**src/rtl/pre_pkg.sv**
```systemverilog
package pre_pkg;
  localparam int PAY_W   = 11;
  localparam int ID_W    = 2;
  localparam int BYTE_W  = 8;
  localparam int NIB_W   = 4;
  localparam int ADDR_W  = 12;
  localparam int DATA_W  = 16;
  localparam int ID_LSB  = 1;
  localparam int FLD_LSB = ID_LSB + ID_W;
  localparam int NIB_LSB = FLD_LSB + NIB_W;

  typedef enum logic [ID_W-1:0] {
    PID_CMD  = 2'd0,
    PID_ADDR = 2'd1,
    PID_LO   = 2'd2,
    PID_HI   = 2'd3
  } pid_e;

  // packed order mirrors packet bits 6..3
  typedef struct packed {
    logic autoinc;
    logic hi;
    logic lo;
    logic rd;
  } cmd_t;

  typedef enum logic [1:0] {
    ST_CMD,
    ST_ADDR,
    ST_LO,
    ST_HI
  } st_e;
endpackage

```
**src/rtl/pre_pkt_decode.sv**
```systemverilog
module pre_pkt_decode
  import pre_pkg::*;
(
  input  logic             pkt_valid,
  input  logic             pkt_uncorr,
  input  logic [PAY_W-1:0] pkt_bits,
  output logic             acc,
  output pid_e             id,
  output logic [BYTE_W-1:0] fld,
  output cmd_t             cmd,
  output logic [NIB_W-1:0] nib
);
  // a packet counts only if intact and host-directed (bit 0 clear)
  assign acc = pkt_valid & ~pkt_uncorr & ~pkt_bits[0];
  assign id  = pid_e'(pkt_bits[ID_LSB +: ID_W]);
  assign fld = pkt_bits[FLD_LSB +: BYTE_W];
  assign cmd = cmd_t'(pkt_bits[FLD_LSB +: NIB_W]);
  assign nib = pkt_bits[NIB_LSB +: NIB_W];
endmodule

```
**src/rtl/pre_rsp_build.sv**
```systemverilog
module pre_rsp_build
  import pre_pkg::*;
(
  input  logic              clk,
  input  logic              rst_n,
  input  logic              load,
  input  logic              slot_hi,
  input  logic [DATA_W-1:0] rdata,
  output logic              rsp_valid,
  output logic [PAY_W-1:0]  rsp_payload
);
  localparam int SLICE_W = PAY_W - 1;
  localparam int EXTRA_W = SLICE_W - BYTE_W;

  logic [PAY_W-1:0] pay_d;
  logic [PAY_W-1:0] pay_q;
  logic             vld_q;

  always_comb begin
    if (slot_hi) begin
      pay_d = {rdata[DATA_W-1 -: SLICE_W], 1'b1};
    end else begin
      pay_d = {rdata[BYTE_W-1:0], rdata[BYTE_W +: EXTRA_W], 1'b1};
    end
  end

  always_ff @(posedge clk or negedge rst_n) begin
    if (!rst_n) begin
      vld_q <= 1'b0;
      pay_q <= '0;
    end else begin
      vld_q <= load;
      if (load) begin
        pay_q <= pay_d;
      end
    end
  end

  assign rsp_valid   = vld_q;
  assign rsp_payload = pay_q;
endmodule

```
**src/rtl/pre_txn_ctrl.sv**
```systemverilog
module pre_txn_ctrl
  import pre_pkg::*;
(
  input  logic              clk,
  input  logic              rst_n,
  input  logic              acc,
  input  pid_e              id,
  input  logic [BYTE_W-1:0] fld,
  input  cmd_t              cmd,
  input  logic [NIB_W-1:0]  nib,
  output logic [ADDR_W-1:0] addr_o,
  output logic              wr_en,
  output logic [1:0]        wr_be,
  output logic [DATA_W-1:0] wdata,
  output logic              rd_en,
  output logic              rsp_load,
  output logic              rsp_hi,
  output logic              err_o
);
  st_e               st_q, st_d;
  cmd_t              cmd_q, cmd_d;
  logic [ADDR_W-1:0] addr_q, addr_d;
  logic [BYTE_W-1:0] lobuf_q, lobuf_d;
  logic              gap_q, gap_d;
  logic              err_q, err_d;
  logic              do_start, do_fin, do_err;

  always_comb begin
    st_d     = st_q;
    cmd_d    = cmd_q;
    addr_d   = addr_q;
    lobuf_d  = lobuf_q;
    gap_d    = gap_q;
    err_d    = err_q;
    wr_en    = 1'b0;
    wr_be    = 2'b00;
    wdata    = {fld, fld};
    rd_en    = 1'b0;
    addr_o   = addr_q;
    rsp_load = 1'b0;
    rsp_hi   = 1'b0;
    do_start = 1'b0;
    do_fin   = 1'b0;
    do_err   = 1'b0;
    if (acc) begin
      case (st_q)
        ST_CMD: begin
          if (id == PID_CMD) do_start = 1'b1;
          else               do_err   = 1'b1;
        end
        ST_ADDR: begin
          if (id == PID_ADDR) begin
            addr_d = {fld, addr_q[NIB_W-1:0]};
            st_d   = cmd_q.lo ? ST_LO : ST_HI;
            if (cmd_q.rd) begin
              rd_en  = 1'b1;
              addr_o = addr_d;
            end
          end else begin
            do_err = 1'b1;
          end
        end
        ST_LO: begin
          if (id == PID_LO) begin
            gap_d = 1'b0;
            if (cmd_q.rd) begin
              rsp_load = 1'b1;
            end else if (cmd_q.hi) begin
              lobuf_d = fld;
            end else begin
              wr_en = 1'b1;
              wr_be = 2'b01;
            end
            if (cmd_q.hi) st_d   = ST_HI;
            else          do_fin = 1'b1;
          end else if (id == PID_CMD && gap_q) begin
            do_start = 1'b1;
          end else begin
            do_err = 1'b1;
          end
        end
        ST_HI: begin
          if (id == PID_HI) begin
            gap_d = 1'b0;
            if (cmd_q.rd) begin
              rsp_load = 1'b1;
              rsp_hi   = 1'b1;
            end else begin
              wr_en = 1'b1;
              wr_be = cmd_q.lo ? 2'b11 : 2'b10;
              wdata = {fld, cmd_q.lo ? lobuf_q : fld};
            end
            do_fin = 1'b1;
          end else if (id == PID_CMD && gap_q) begin
            do_start = 1'b1;
          end else begin
            do_err = 1'b1;
          end
        end
        default: do_err = 1'b1;
      endcase

      if (do_fin) begin
        if (cmd_q.autoinc) begin
          addr_d = addr_q + ADDR_W'(1);
          gap_d  = 1'b1;
          st_d   = cmd_q.lo ? ST_LO : ST_HI;
          if (cmd_q.rd) begin
            rd_en  = 1'b1;
            addr_o = addr_d;
          end
        end else begin
          st_d  = ST_CMD;
          gap_d = 1'b0;
        end
      end

      if (do_start) begin
        gap_d = 1'b0;
        if (cmd.lo | cmd.hi) begin
          cmd_d  = cmd;
          addr_d = {addr_q[ADDR_W-1:NIB_W], nib};
          st_d   = ST_ADDR;
        end else begin
          do_err = 1'b1;
        end
      end

      if (do_err) begin
        err_d = 1'b1;
        st_d  = ST_CMD;
        gap_d = 1'b0;
      end
    end
  end

  always_ff @(posedge clk or negedge rst_n) begin
    if (!rst_n) begin
      st_q    <= ST_CMD;
      cmd_q   <= '0;
      addr_q  <= '0;
      lobuf_q <= '0;
      gap_q   <= 1'b0;
      err_q   <= 1'b0;
    end else if (acc) begin
      st_q    <= st_d;
      cmd_q   <= cmd_d;
      addr_q  <= addr_d;
      lobuf_q <= lobuf_d;
      gap_q   <= gap_d;
      err_q   <= err_d;
    end
  end

  assign err_o = err_q;
endmodule

```
**src/rtl/pkt_reg_engine.sv**
```systemverilog
module pkt_reg_engine
  import pre_pkg::*;
(
  input  logic              clk,
  input  logic              rst_n,
  input  logic              pkt_valid,
  input  logic [PAY_W-1:0]  pkt_bits,
  input  logic              pkt_uncorr,
  output logic [ADDR_W-1:0] reg_addr,
  output logic              reg_wr_en,
  output logic [1:0]        reg_wr_be,
  output logic [DATA_W-1:0] reg_wdata,
  output logic              reg_rd_en,
  input  logic [DATA_W-1:0] reg_rdata,
  output logic              rsp_valid,
  output logic [PAY_W-1:0]  rsp_payload,
  output logic              proto_err
);
  logic [1:0]        rst_sync_q;
  logic              rst_int_n;
  logic              acc;
  pid_e              id;
  logic [BYTE_W-1:0] fld;
  cmd_t              cmd;
  logic [NIB_W-1:0]  nib;
  logic              rsp_load;
  logic              rsp_hi;

  always_ff @(posedge clk or negedge rst_n) begin
    if (!rst_n) rst_sync_q <= 2'b00;
    else        rst_sync_q <= {rst_sync_q[0], 1'b1};
  end
  assign rst_int_n = rst_sync_q[1];

  pre_pkt_decode u_dec (
    .pkt_valid (pkt_valid),
    .pkt_uncorr(pkt_uncorr),
    .pkt_bits  (pkt_bits),
    .acc       (acc),
    .id        (id),
    .fld       (fld),
    .cmd       (cmd),
    .nib       (nib)
  );

  pre_txn_ctrl u_ctl (
    .clk     (clk),
    .rst_n   (rst_int_n),
    .acc     (acc),
    .id      (id),
    .fld     (fld),
    .cmd     (cmd),
    .nib     (nib),
    .addr_o  (reg_addr),
    .wr_en   (reg_wr_en),
    .wr_be   (reg_wr_be),
    .wdata   (reg_wdata),
    .rd_en   (reg_rd_en),
    .rsp_load(rsp_load),
    .rsp_hi  (rsp_hi),
    .err_o   (proto_err)
  );

  pre_rsp_build u_rsp (
    .clk        (clk),
    .rst_n      (rst_int_n),
    .load       (rsp_load),
    .slot_hi    (rsp_hi),
    .rdata      (reg_rdata),
    .rsp_valid  (rsp_valid),
    .rsp_payload(rsp_payload)
  );
endmodule

```
**config.mk**
```make
export PLATFORM = sky130hd
export DESIGN_NAME = pkt_reg_engine
export DESIGN_NICKNAME = d
export VERILOG_FILES = /design/src/rtl/pre_pkg.sv /design/src/rtl/pre_pkt_decode.sv /design/src/rtl/pre_rsp_build.sv /design/src/rtl/pre_txn_ctrl.sv /design/src/rtl/pkt_reg_engine.sv
export SDC_FILE = /design/constraint.sdc
export NUM_CORES = 1
export LEC_CHECK = 0
export ABC_AREA = 0
export BUFFER_PORTS_ARGS = -buffer_cell sky130_fd_sc_hd__buf_4
export CAP_MARGIN = 20
export CORE_ASPECT_RATIO = 1.4
export CORE_UTILIZATION = 28
export DETAILED_ROUTE_END_ITERATION = 8
export SYNTH_ARGS = -nofsm -noshare
export SYNTH_HDL_FRONTEND = slang
export SYNTH_SLANG_ARGS = --single-unit
```
**constraint.sdc**
```tcl
create_clock -name clk -period 2.8 [get_ports clk]
set_input_delay 0.28 -clock clk [delete_from_list [all_inputs] [get_ports clk]]
set_output_delay 0.28 -clock clk [all_outputs]
set_load 0.05 [all_outputs]
```
Word level (Yosys, flattened, before mapping)
Index checks and enable logic that the tools add are counted.

operators by class
  add/sub/neg operators = 1
  multipliers = 0
  divide/modulo/power cells = 0
  magnitude comparators = 0
  equality and inequality tests = 9
  shift operators = 0
  muxes and demuxes = 83
  bitwise gates (word level) = 6
  reduce and logical (&&, ||, !) cells = 9

operators by type and width
  cell                   number
  $mux 12                13
  $mux 1                 43
  $mux 8                 5
  $mux 2                 13
  $add 12x1->12 const B  1
  $mux 11                1
  $ne 5x1->1 const B     2
  $eq 2x2->1 const B     4
  $pmux 1 s2             4
  $pmux 2 s2             2
  $reduce_and 5->1       1
  $reduce_bool 5->1      1
  $eq 2x1->1 const B     2
  $logic_not 2->1        2
  $pmux 1 s4             1
  $reduce_and 2->1       2
  $reduce_and 4->1       1
  $not 1->1              3
  $pmux 1 s3             1
  $reduce_and 3->1       1
  $and 1x1->1            2
  $ne 2x2->1 const B     1
  $logic_and 1x1->1      1
  $or 1x1->1             1

word-level totals
  register bits = 42
  bits in latches = 0
  RAM bits = 0
  memory bits (read-only) = 0
  bits of input ports = 31
  word-level logic and storage cells = 121
  memories kept = 0

Longest topological paths before layout
Gate-level depths: netlist of the first run.

  word-level depth = 10
  gate-level depth with buffers = 9
  depth with buffers taken out = 7

Hierarchy
A second synthesis of the first run with hierarchy kept.

second synthesis, totals
  cell total of the unflattened synthesis = 324
  area, all modules = 3017.9 µm²

by module, submodules not included
  module          times used  cells each  area an instance (µm²)  sequential area each (µm²)
  pre_txn_ctrl    1           256         2302.2                  700.7
  pre_rsp_build   1           46          514.2                   300.3
  pre_pkt_decode  1           19          147.6                   0.0
  pkt_reg_engine  1           3           53.8                    50.0

Least setup slack after synthesis of the first run
OpenSTA, ideal clock, no wires.

  path kind = reg-to-output
  start = reg u_ctl.st_q[0]
  end = out reg_addr[8]
  data arrival time = 3.331 ns
  required time = 2.520 ns
  setup slack = -0.811 ns
  cell stages (with the launch flop) = 9
  path buffers = 1
  path through = dfrtp_1 > inv_1 > ha_1 > buf_4 > or3b_4 > a21o_4 > a21oi_1 > a21oi_1 > a21oi_1

on the way
  word-level cells in the longest chain between the ends = 6

ends and longest elaborated chain
  element                 line                 source
  from (decl)             pre_txn_ctrl.sv:20   st_e st_q, st_d;
  from (signal assigned)  pre_txn_ctrl.sv:146  st_q <= st_d;
  $eq 2x1->1              pre_txn_ctrl.sv:46   case (st_q)
  $mux 12                 pre_txn_ctrl.sv:46
  $mux 12                 pre_txn_ctrl.sv:108  if (cmd_q.rd) begin
  $mux 12                 pre_txn_ctrl.sv:104  if (cmd_q.autoinc) begin
  $mux 12 *               pre_txn_ctrl.sv:103  if (do_fin) begin
  $mux 12 *               pre_txn_ctrl.sv:45   if (acc) begin
  to (decl)               pkt_reg_engine.sv:9  output logic [ADDR_W-1:0] reg_addr,

Every way passes the cells marked *; elsewhere a longest branch is shown, timed or not. The select of a mux whose other input is x is not followed.

Worst setup path after layout of the first run
Same ends and word-level chain as after synthesis.

==> summary.md, run 1 <==
| Metric | Value |
|---|---|
| DR vias | `2,586` |
| Worst Tran Pin Value | `between 0.7 and 0.8 ns` |
| Share of layout cells above drive strength 1 | `0.374` |
| # rows | `42` |
| Most frequent cells in the layout | `84 x buf_4, 41 x dfrtp_1, 37 x nand2_1` |
| Fillers | `975` |
| Flip-flop and latch area | `1050 um2` |
| Slowest cell on crit path | `dfrtp_2` |
| Static Leakage | `~0.0017 uW` |
| Initial core utilization | `0.292` |
| Total GRT Usage | `0.167` |
| Drt pass-1 iters | `4` |
| Max Freq | `0.367 GHz` |
| Reg clk slew, reported paths | `approximately 0.060 ns` |
| FFs w/ async S/R, synth | `1.00` |
| Max-Slew Margin vs Limit | `0.525` |
| Grt ovf | `0` |
| Placed insts | `499` |
| Die Wd | `86.6 um` |
| CP startpoint kind | `flip-flop` |
| Crit path cell chain | `inv_2 > ha_1 > or3b_4 > a21oi_1 > buf_4 > or2b_1 > a21oi_1 > a21oi_2 > buf_4` |
| Final Hold Fails | `0` |
| Synthesized cell area | `2810 um2` |
| Vias in the first global route | `approximately 2,600` |
| Power Total | `1920 uW` |
| RePlAce Congestion | `roughly 0.9` |
| Slew Limit Fails | `0` |
| Max rail drop VDD | `0.237 mV` |
| Gate count of the mapped netlist | `308` |
| Delay-heaviest family, CP | `simple AND/OR/NAND/NOR gates` |
| Commonest non-fill, non-tap cell in the layout | `buf_4` |
| HP Class | `flip-flop to async pin` |
| First-pass GRT wire length | `13,400 um` |
| Final cell count without fillers | `512` |
| Multi-input gate area | `1660 um2` |
| H-Tree Depth | `2` |
| Total negative slack | `0 ns` |
| ANT cells | `0` |
| Final setup violation count | `0` |
| Num CTS Buffers | `5` |
| Ys Warns | `0` |
| Tmin final | `about 2.7 ns` |
| Period utilization | `0.973` |
| Critical path's largest stage delay | `0.45 ns` |
| WP buf/inv | `3` |
| Sequential share of the synthesized area | `0.375` |
| Synthesis-stage register bit count | `between 40 and 50` |
| Die Y | `~120 um` |
| Clock root cell | `clkbuf_16` |
| Area Overhead vs Synth | `34.5%` |
| Drt via density | `a little over 5` |
| Die ar. | `about 10,000 um2` |
| Buffers on Ports | `75` |
| Largest net degree at the start of global routing | `25` |
| Max Cap Viol | `0` |
| Final Skew | `0.00432 ns` |
| Maximum root-to-sink buffer count | `2` |
| Number of flops mapped to enable cells by yosys | `0` |
| Unrepaired setup endpoints after global routing | `no` |
| Worst Path Required | `2.52 ns` |
| Mean Syn Cell Area | `9.11 um2` |
| Drt initial violations | `253` |
| Drc violations | `0` |
| Clock latency on the worst-skew pair | `0.29 ns` |
| Fin nets | `418` |
| # clock sinks | `42` |
| CP Max Fanout | `13` |
| DP HPWL | `6080 um` |
| Crit path capture type | `primary output` |
| Core area | `9620 um2` |
| Status | `finished clean` |
| CTS tree | `done` |
| Initial antenna violation count | `0` |
| Crit path kind | `flip-flop to primary output` |
| Post-synthesis cell type count | `55` |
| Ports | `76` |
| Per-cell routed wire length | `15.7 um` |
| Main flop type after synthesis | `dfrtp_1` |
| Worst EP arrival | `2.44 ns` |
| Power Dens Cells | `around 510 nW/um2` |
| Overall routed net length | `8020 um` |
| Routed Antenna Nets | `0` |
| Syn nets | `around 350` |
cells in the mapped netlist (3+ instances only):
| cell type | number | share of area |
|---|---|---|
| a21oi_1 | 23 | 0.041 |
| and3_1 | 3 | 0.0067 |
| buf_2 | 7 | 0.012 |
| buf_4 | 10 | 0.027 |
| clkbuf_1 | 7 | 0.0094 |
| dfrtp_1 | 42 | 0.37 |
| ha_1 | 8 | 0.036 |
| inv_1 | 7 | 0.0094 |
| mux2_2 | 21 | 0.084 |
| mux2i_1 | 11 | 0.039 |
| nand2_1 | 37 | 0.050 |
| nand2b_1 | 3 | 0.0067 |
| nand3_1 | 7 | 0.012 |
| nand4_1 | 4 | 0.0089 |
| nor2_1 | 23 | 0.031 |
| nor3_1 | 9 | 0.016 |
| nor3b_1 | 3 | 0.0080 |
| o21ai_0 | 18 | 0.032 |
| o22ai_1 | 10 | 0.022 |
| o32ai_1 | 6 | 0.019 |
| or2_2 | 3 | 0.0067 |
| xnor2_1 | 3 | 0.0094 |
| xor2_1 | 5 | 0.016 |
final timing paths:
kind	start	end	slack [ns]	cells after the start
hold / removal	rst_sync_q[1]	u_rsp.rsp_payload[0]	0.11	0
max in group asynchronous	rst_sync_q[1]	u_ctl.lobuf_q[5]	2.09	2
setup reg to reg	u_ctl.st_q[0]	u_ctl.addr_q[8]	0.39	9
hold reg to reg	rst_sync_q[1]	u_rsp.rsp_payload[0]	0.11	0
setup / recovery	u_ctl.st_q[0]	reg_addr[8]	0.08	9
min in group clk	reg_rdata[0]	u_rsp.rsp_payload[3]	0.28	3
layout make-up:
type / count / area share
clock buffer: 5 / 0.0332
clock inverter: 3 / 0.0119
inverter: 7 / 0.00696
multi-input combinational: 234 / 0.439
sequential: 42 / 0.279
tap: 132 / 0.0438
timing repair buffer: 89 / 0.186
stage by stage:
step	area [um2]	util	setup slack [ns]	hold slack (ns)
final	3770	0.392	0.0770	0.108
after global routing	3770	0.392	0.00868	0.120
after CTS	3720	0.387	0.0258	0.279
after detailed placement	3510	0.365	0.177	0.0637
after global placement	3510	0.365	0.276	0.0622
after floorplan	2870	-	0.0522	-0.0156
layer usage:
metal	up-vias	global-route usage	share of wire
met4	0	0.0813	0.040
met1	1244	0.197	0.40
li1	1246	-	-
met3	22	0.0259	0.050
met2	74	0.291	0.51
met5	-	0	0
flip-flops by register name, summed over array words and instances, names as in the netlist:
| name | count |
|---|---|
| u_ctl.addr_q | 12 |
| u_ctl.err_o | 1 |
| u_ctl.st_q | 2 |
| rst_sync_q | 2 |
| u_ctl.cmd_q | 4 |
| u_ctl.gap_q | 1 |
| u_rsp.rsp_valid | 1 |
| u_ctl.lobuf_q | 8 |
| u_rsp.rsp_payload | 11 |
worst reg2reg max path, stage by stage, from the launching register on:
cell and delay [ns]:
dfrtp_2 0.45, inv_2 0.10, ha_1 0.18, or3b_4 0.41
a21o_4 0.24, buf_4 0.17, buf_4 0.16, a211oi_4 0.34
o22ai_1 0.14, a21oi_1 0.15
timing repair:
| item | in CTS | in global routing |
|---|---|---|
| pin swaps | 1 | 1 |
| endpoints found under the setup margin | 3 | 8 |
| gates resized for setup | 2 | 8 |
| gates cloned | 0 | 0 |
| setup buffers | 3 | 0 |
| hold endpoints to repair | 2 | 0 |
| hold buffers | 1 | 0 |
logic make-up after synthesis:
group | after synthesis | synth area share
AO/OA/AOI/OAI | 79 | 0.185
XOR/XNOR | 8 | 0.0250
adder cells (fa/ha/maj) | 8 | 0.0357
buffers and inverters | 32 | 0.0620
flip-flops | 42 | 0.375
multiplexers | 32 | 0.124
other | 1 | 0.00134
AND/OR/NAND/NOR | 106 | 0.193
where the power goes:
| part | total, uW | leakage [uW] | switching, uW | internal [uW] |
|---|---|---|---|---|
| clock | 674 | 0.0000760 | 253 | 421 |
| sequential | 741 | 0.000559 | 79.8 | 661 |
| combinational | 504 | 0.00110 | 311 | 193 |
| total | 1920 | 0.00174 | 643 | 1270 |
Note: power is estimated with default switching activity, not from simulation.
==> run 2: changes to the inputs <==
Settings changed: SYNTH_HIERARCHICAL set to 1.
==> run 2 against run 1 <==
Register-to-register slack improved by 0.14 ns. Largest cell class unchanged. Highest routed layer unchanged. Die area grew 7.4%. Sequential share of layout area is 0.49 points higher. Utilization shrank 3.6 points.
==> summary.md, run 2 <==
| Metric | Value |
|---|---|
| Maximum root-to-sink buffer count | `2` |
| Max rail drop VDD | `0.413 mV` |
| DR vias | `between 2,000 and 3,000` |
| Max Cap Viol | `0` |
| Num CTS Buffers | `5` |
| Largest net degree at the start of global routing | `between 40 and 50` |
| Worst EP arrival | `2.38 ns` |
| Max Freq | `0.376 GHz` |
| Drc violations | `0` |
| Drt via density | `5.18` |
| Core area | `between 10,000 and 15,000 um2` |
| Worst hold slack | `0.287 ns` |
| Static Leakage | `0.00157 uW` |
| CP Max Fanout | `6` |
| Syn nets | `roughly 360` |
| Reg clk slew, reported paths | `0.06 ns` |
| Unrepaired setup endpoints after global routing | `no` |
| Share of layout cells above drive strength 1 | `0.370` |
| Total GRT Usage | `0.156` |
| Die Wd | `between 80 and 90 um` |
| Grt ovf | `0` |
| FFs w/ async S/R, synth | `1.00` |
| ANT cells | `0` |
| CTS tree | `done` |
| Status | `finished clean` |
| Synthesis-stage register bit count | `42` |
| Mean Syn Cell Area | `9.31 um2` |
| Crit path kind | `flip-flop to primary output` |
| Power Dens Cells | `673 nW/um2` |
| Drt initial violations | `approximately 170` |
| Post-synth top area share | `0.348` |
| Total negative slack | `0 ns` |
| Drt pass-1 iters | `4` |
| Main flop type after synthesis | `dfrtp_1` |
| Crit path capture type | `primary output` |
| Slew Limit Fails | `0` |
| Post-synthesis cell type count | `65` |
| RePlAce Congestion | `0.920` |
| Max-Slew Margin vs Limit | `0.406` |
| Worst Tran Pin Value | `0.891 ns` |
| First-pass GRT wire length | `13,800 um` |
| Clock root cell | `clkbuf_16` |
| DP HPWL | `~6300 um` |
| Vias in the first global route | `2,644` |
| # rows | `44` |
| Ports | `76` |
| Initial antenna violation count | `0` |
| Final setup violation count | `0` |
| Cell types occupying the most area after synthesis | `dfrtp_1 35%, mux2_2 7.8%, buf_4 7.0%, a21oi_1 5.1%, mux2i_1 3.6%` |
| Routed Antenna Nets | `0` |
| Overall routed net length | `roughly 8500 um` |
| Worst Path Required | `2.52 ns` |
| Buffers on Ports | `75` |
| Die Y | `125 um` |
| Most frequent cells in the layout | `84 x buf_4, 41 x dfrtp_1, 29 x a21oi_1` |
| Final Hold Fails | `0` |
| Post-synth top cells | `42 x dfrtp_1, 31 x a21oi_1, 28 x buf_4` |
| Per-cell routed wire length | `16.5 um` |
| CP startpoint kind | `flip-flop` |
| Initial core utilization | `0.290` |
| Die ar. | `about 11,000 um2` |
| Final Skew | `0.00387 ns` |
| Synthesized cell area | `3020 um2` |
| Number of flops mapped to enable cells by yosys | `0` |
| Gate count of the mapped netlist | `between 300 and 400` |
| Fin nets | `just over 400` |
| Ys Warns | `6` |
| Commonest non-fill, non-tap cell in the layout | `buf_4` |
| Tmin final | `2.66 ns` |
| Area Overhead vs Synth | `22.9%` |
| Biggest register | `u_ctl/addr_q` |
| HP Class | `input pin to flip-flop` |
| Fillers | `1,075` |
| Max FFs per register | `12` |
| H-Tree Depth | `2` |
| Period utilization | `0.951` |
| Area leader, netlist | `dfrtp_1` |
| Sequential share of the synthesized area | `0.348` |
| Most common cell in the netlist | `dfrtp_1` |
| Clock latency on the worst-skew pair | `between 0.2 and 0.3 ns` |
| # clock sinks | `42` |
==> run 2: changes by cell type after synthesis, sizes merged, moves of 4 or more <==
cell / before / now
buf: 18 / 38
nand2: 37 / 22
a21oi: 23 / 32
o21ai: 19 / 11
inv: 7 / 12
xor2: 5 / 1
==> run 2: cell type report <==
cell class | count | area (um2) | area share
Multi-Input combinational cell | 226 | 1660 | 0.448
Sequential cell | 42 | 1050 | 0.284
Tap cell | 138 | 173 | 0.0466
Inverter | 12 | 45.0 | 0.0121
Clock buffer | 8 | 136 | 0.0368
Timing Repair Buffer | 85 | 641 | 0.173
==> run 2: per-stage QoR <==
step | cell area, um2 | utilization | setup slack (ns) | power, uW | cells
global route | 3710 | 0.356 | 0.0169 | 2630 | 511
global placement | 3560 | 0.342 | 0.502 | 1920 | 502
floorplan | 3050 | - | 0.0158 | 1660 | 324
finish | 3710 | 0.356 | 0.137 | 2490 | 511
CTS | 3710 | 0.356 | 0.135 | 2510 | 511
detailed placement | 3560 | 0.342 | 0.452 | 1940 | 502
==> run 2: final timing paths <==
check	start	end	slack, ns	cells past startpoint
max	u_ctl/st_q[1]	reg_addr[9]	0.14	7
min	pkt_bits[6]	u_ctl/lobuf_q[3]	0.29	2
max in group asynchronous	rst_sync_q[1]	u_ctl/cmd_q[1]	1.84	0
max reg2reg	u_ctl/st_q[0]	u_ctl/addr_q[4]	0.53	7
min in group asynchronous	rst_n	rst_sync_q[1]	0.31	2
min reg2reg	rst_sync_q[0]	rst_sync_q[1]	0.35	0
==> run 2: cell families after synthesis <==
logic type / share of synthesized area
flops: 0.348
compound gates: 0.218
other cells: 0.00124
mux: 0.115
fa+ha+maj: 0.0332
simple gates: 0.154
xor+xnor: 0.0174
buf+inv: 0.113
==> run 2: timing repair <==
item | 4_1_cts | 5_1_grt
endpoints found under the setup margin | 0 | 1
endpoints found under the hold margin | 2 | 0
buffers inserted | 0 | 0
hold buffers | 1 | 0
resized for setup | 0 | 2
==> run 2: routing by layer <==
metal | routed length (um) | GRT usage | share of wire | vias to the layer above
met4 | 433 | 0.110 | 0.051 | 0
li1 | - | - | - | 1250
met5 | 0 | 0 | 0 | -
met2 | 4340 | 0.270 | 0.51 | 89
met3 | 299 | 0.0214 | 0.035 | 25
met1 | 3380 | 0.175 | 0.40 | 1283
==> run 2: power by group <==
| part | switching (uW) | internal, uW |
|---|---|---|
| clock | 224 | 332 |
| sequential | 184 | 719 |
| combinational | 650 | 385 |
| total | 1060 | 1440 |
==> run 2: critical path, cell delays in order (launching register included) <==
cell and delay (ns):
dfrtp_1 0.44, inv_1 0.18, ha_1 0.29, inv_1 0.13
nor3_2 0.38, a211oi_1 0.16, a311oi_2 0.28, buf_4 0.24
==> run 3: changes to the inputs <==
Clock period 2.8 ns to 3 ns, I/O delays scaled along.
==> run 3 against run 2 <==
Largest power group unchanged. Largest cell class unchanged. Final area down 0.64%. Register-to-register slack better by 0.10 ns. Combinational power down 8%. Clock power down 2%. Critical path type unchanged.
==> summary.md, run 3 (synthesis results as in run 2) <==
| Metric | Value |
|---|---|
| Initial antenna violation count | `0` |
| Final setup violation count | `0` |
| Area Overhead vs Synth | `22.1%` |
| Max rail drop VDD | `0.245 mV` |
| Worst hold slack | `0.308 ns` |
| ANT cells | `0` |
| Status | `finished clean` |
| Met1 Usage GRT | `0.164` |
| Worst Tran Pin Value | `between 0.5 and 0.6 ns` |
| Total GRT Usage | `0.144` |
| Initial core utilization | `0.290` |
| Clock root cell | `clkbuf_16` |
| Drt initial violations | `a little under 200` |
| Final Hold Fails | `0` |
| Final Skew | `0.00554 ns` |
| Crit path cell chain | `inv_1 > ha_2 > and4bb_2 > o21a_2 > and3_1 > a211oi_1 > a311oi_2 > buf_4` |
| Reg2reg path depth | `7` |
| Max Cap Viol | `0` |
| Power Total | `2330 uW` |
| Delay-heaviest family, CP | `compound AO/OA/AOI/OAI gates` |
| Postcts setup bufs | `0` |
| Period utilization | `0.938` |
| H-Tree Depth | `2` |
| Max-Slew Margin vs Limit | `0.638` |
| Clock latency on the worst-skew pair | `0.28 ns` |
| Ports | `76` |
| Maximum root-to-sink buffer count | `2` |
| DR vias | `2,651` |
| Max FFs per register | `12` |
| Drc violations | `0` |
| Crit path capture type | `primary output` |
| Reg clk slew, reported paths | `0.06 ns` |
| Critical path's largest stage delay | `approximately 0.43 ns` |
| Overall routed net length | `8070 um` |
| Largest net degree at the start of global routing | `41` |
| Routed Antenna Nets | `0` |
| Slew Limit Fails | `0` |
| Design Area, Final | `3680 um2` |
| Biggest register | `u_ctl/addr_q` |
| First-pass GRT wire length | `12,800 um` |
| Buffers on Ports | `75` |
| Vias in the first global route | `about 2,500` |
| Drt via density | `5.21` |
| Crit path kind | `flip-flop to primary output` |
| R2r endpoint | `u_ctl/addr_q[4]` |
| Share of layout cells above drive strength 1 | `0.358` |
| CP Max Fanout | `9` |
| Static Leakage | `0.00157 uW` |
| Die Y | `125 um` |
| Most frequent cells in the layout | `82 x buf_4, 42 x dfrtp_1, 31 x a21oi_1` |
| HP Class | `input pin to flip-flop` |
| Slowest cell on crit path | `dfrtp_1` |
| Hold path cells | `2` |
| Per-cell routed wire length | `between 15 and 20 um` |
| Total negative slack | `0 ns` |
| Tmin final | `2.81 ns` |
| Commonest non-fill, non-tap cell in the layout | `buf_4` |
| Met3 Track Usage GR | `0.0238` |
| CTS tree | `done` |
| Core area | `10,400 um2` |
| Die Wd | `~90 um` |
| # clock sinks | `42` |
| Unrepaired setup endpoints after global routing | `no` |
| Hold path start | `pkt_bits[6]` |
| Layer with the highest usage | `met2` |
| # rows | `44` |
| Drt pass-1 iters | `5` |
| Placed inst area | `3520 um2` |
| DP HPWL | `5970 um` |
| Worst Path Required | `2.70 ns` |
| Num CTS Buffers | `5` |
| Fillers | `1,056` |
| CP startpoint kind | `flip-flop` |
| Power Dens Cells | `631 nW/um2` |
| Grt met2 use | `0.255` |
| Die ar. | `11,200 um2` |
| RePlAce Congestion | `0.891` |
| Max Freq | `about 0.36 GHz` |
| WP buf/inv | `2` |
| Grt ovf | `0` |
| Worst Setup SP | `u_ctl/st_q[0]` |
| Worst EP arrival | `2.51 ns` |
| Origin of the critical flop-to-flop path | `u_ctl/st_q[0]` |
| Hold path endpoint | `u_ctl/lobuf_q[3]` |
| Fin nets | `409` |
| R2R setup slack | `0.63 ns` |
run 3: through the flow:
stage | util | worst slack (ns) | std cells
global placement | 0.339 | 0.386 | 500
detailed placement | 0.339 | 0.319 | 500
CTS | 0.354 | 0.00981 | 509
global route | 0.354 | 0.0190 | 509
finish | 0.354 | 0.186 | 509
floorplan | - | 0.0781 | 324
run 3: worst max path at each step:
stage / endpoint / slack [ns] / cells after the start
finish: reg_addr[9] / 0.19 / 8
global route: reg_addr[3] / 0.02 / 8
CTS: reg_addr[9] / 0.01 / 8
detailed placement: reg_addr[9] / 0.32 / 8
global placement: reg_addr[9] / 0.39 / 8
floorplan: reg_addr[11] / 0.08 / 8
run 3: final cells by class:
class                   instances  area, um2  share of cell area
inverters                      12       45.0              0.0122
repair buffers                 83        626               0.170
clock inverters                 1       5.00             0.00136
multi-input cells             226       1640               0.446
well taps                     138        173              0.0469
clock buffers                   7        143              0.0387
flip-flops and latches         42       1050               0.285
run 3: metal layers:
metal | up-vias | routed length (um) | share of wire
li1 | 1250 | - | -
met1 | 1269 | 3120 | 0.39
met5 | - | 0 | 0
met3 | 29 | 336 | 0.042
met4 | 0 | 295 | 0.037
met2 | 103 | 4320 | 0.54
run 3: worst register-to-register path, stage by stage, from the launching register on:
cell and delay (ns):
dfrtp_1 0.43, inv_1 0.17, ha_2 0.30, and4bb_2 0.31, o21a_2 0.23, buf_4 0.25, o211ai_1 0.15, a221o_2 0.41
run 3: report_power, final:
part	internal, uW	switching, uW	total (uW)	leakage [uW]
Sequential	671	156	827	0.000556
Combinational	354	600	954	0.000939
Clock	330	215	545	0.0000739
Total	1360	971	2330	0.00157
run 3: what timing repair did:
item                                    CTS  global route
resized for setup                         0             2
hold endpoints to repair                  2             0
endpoints found under the setup margin    0             6
hold buffers                              1             0
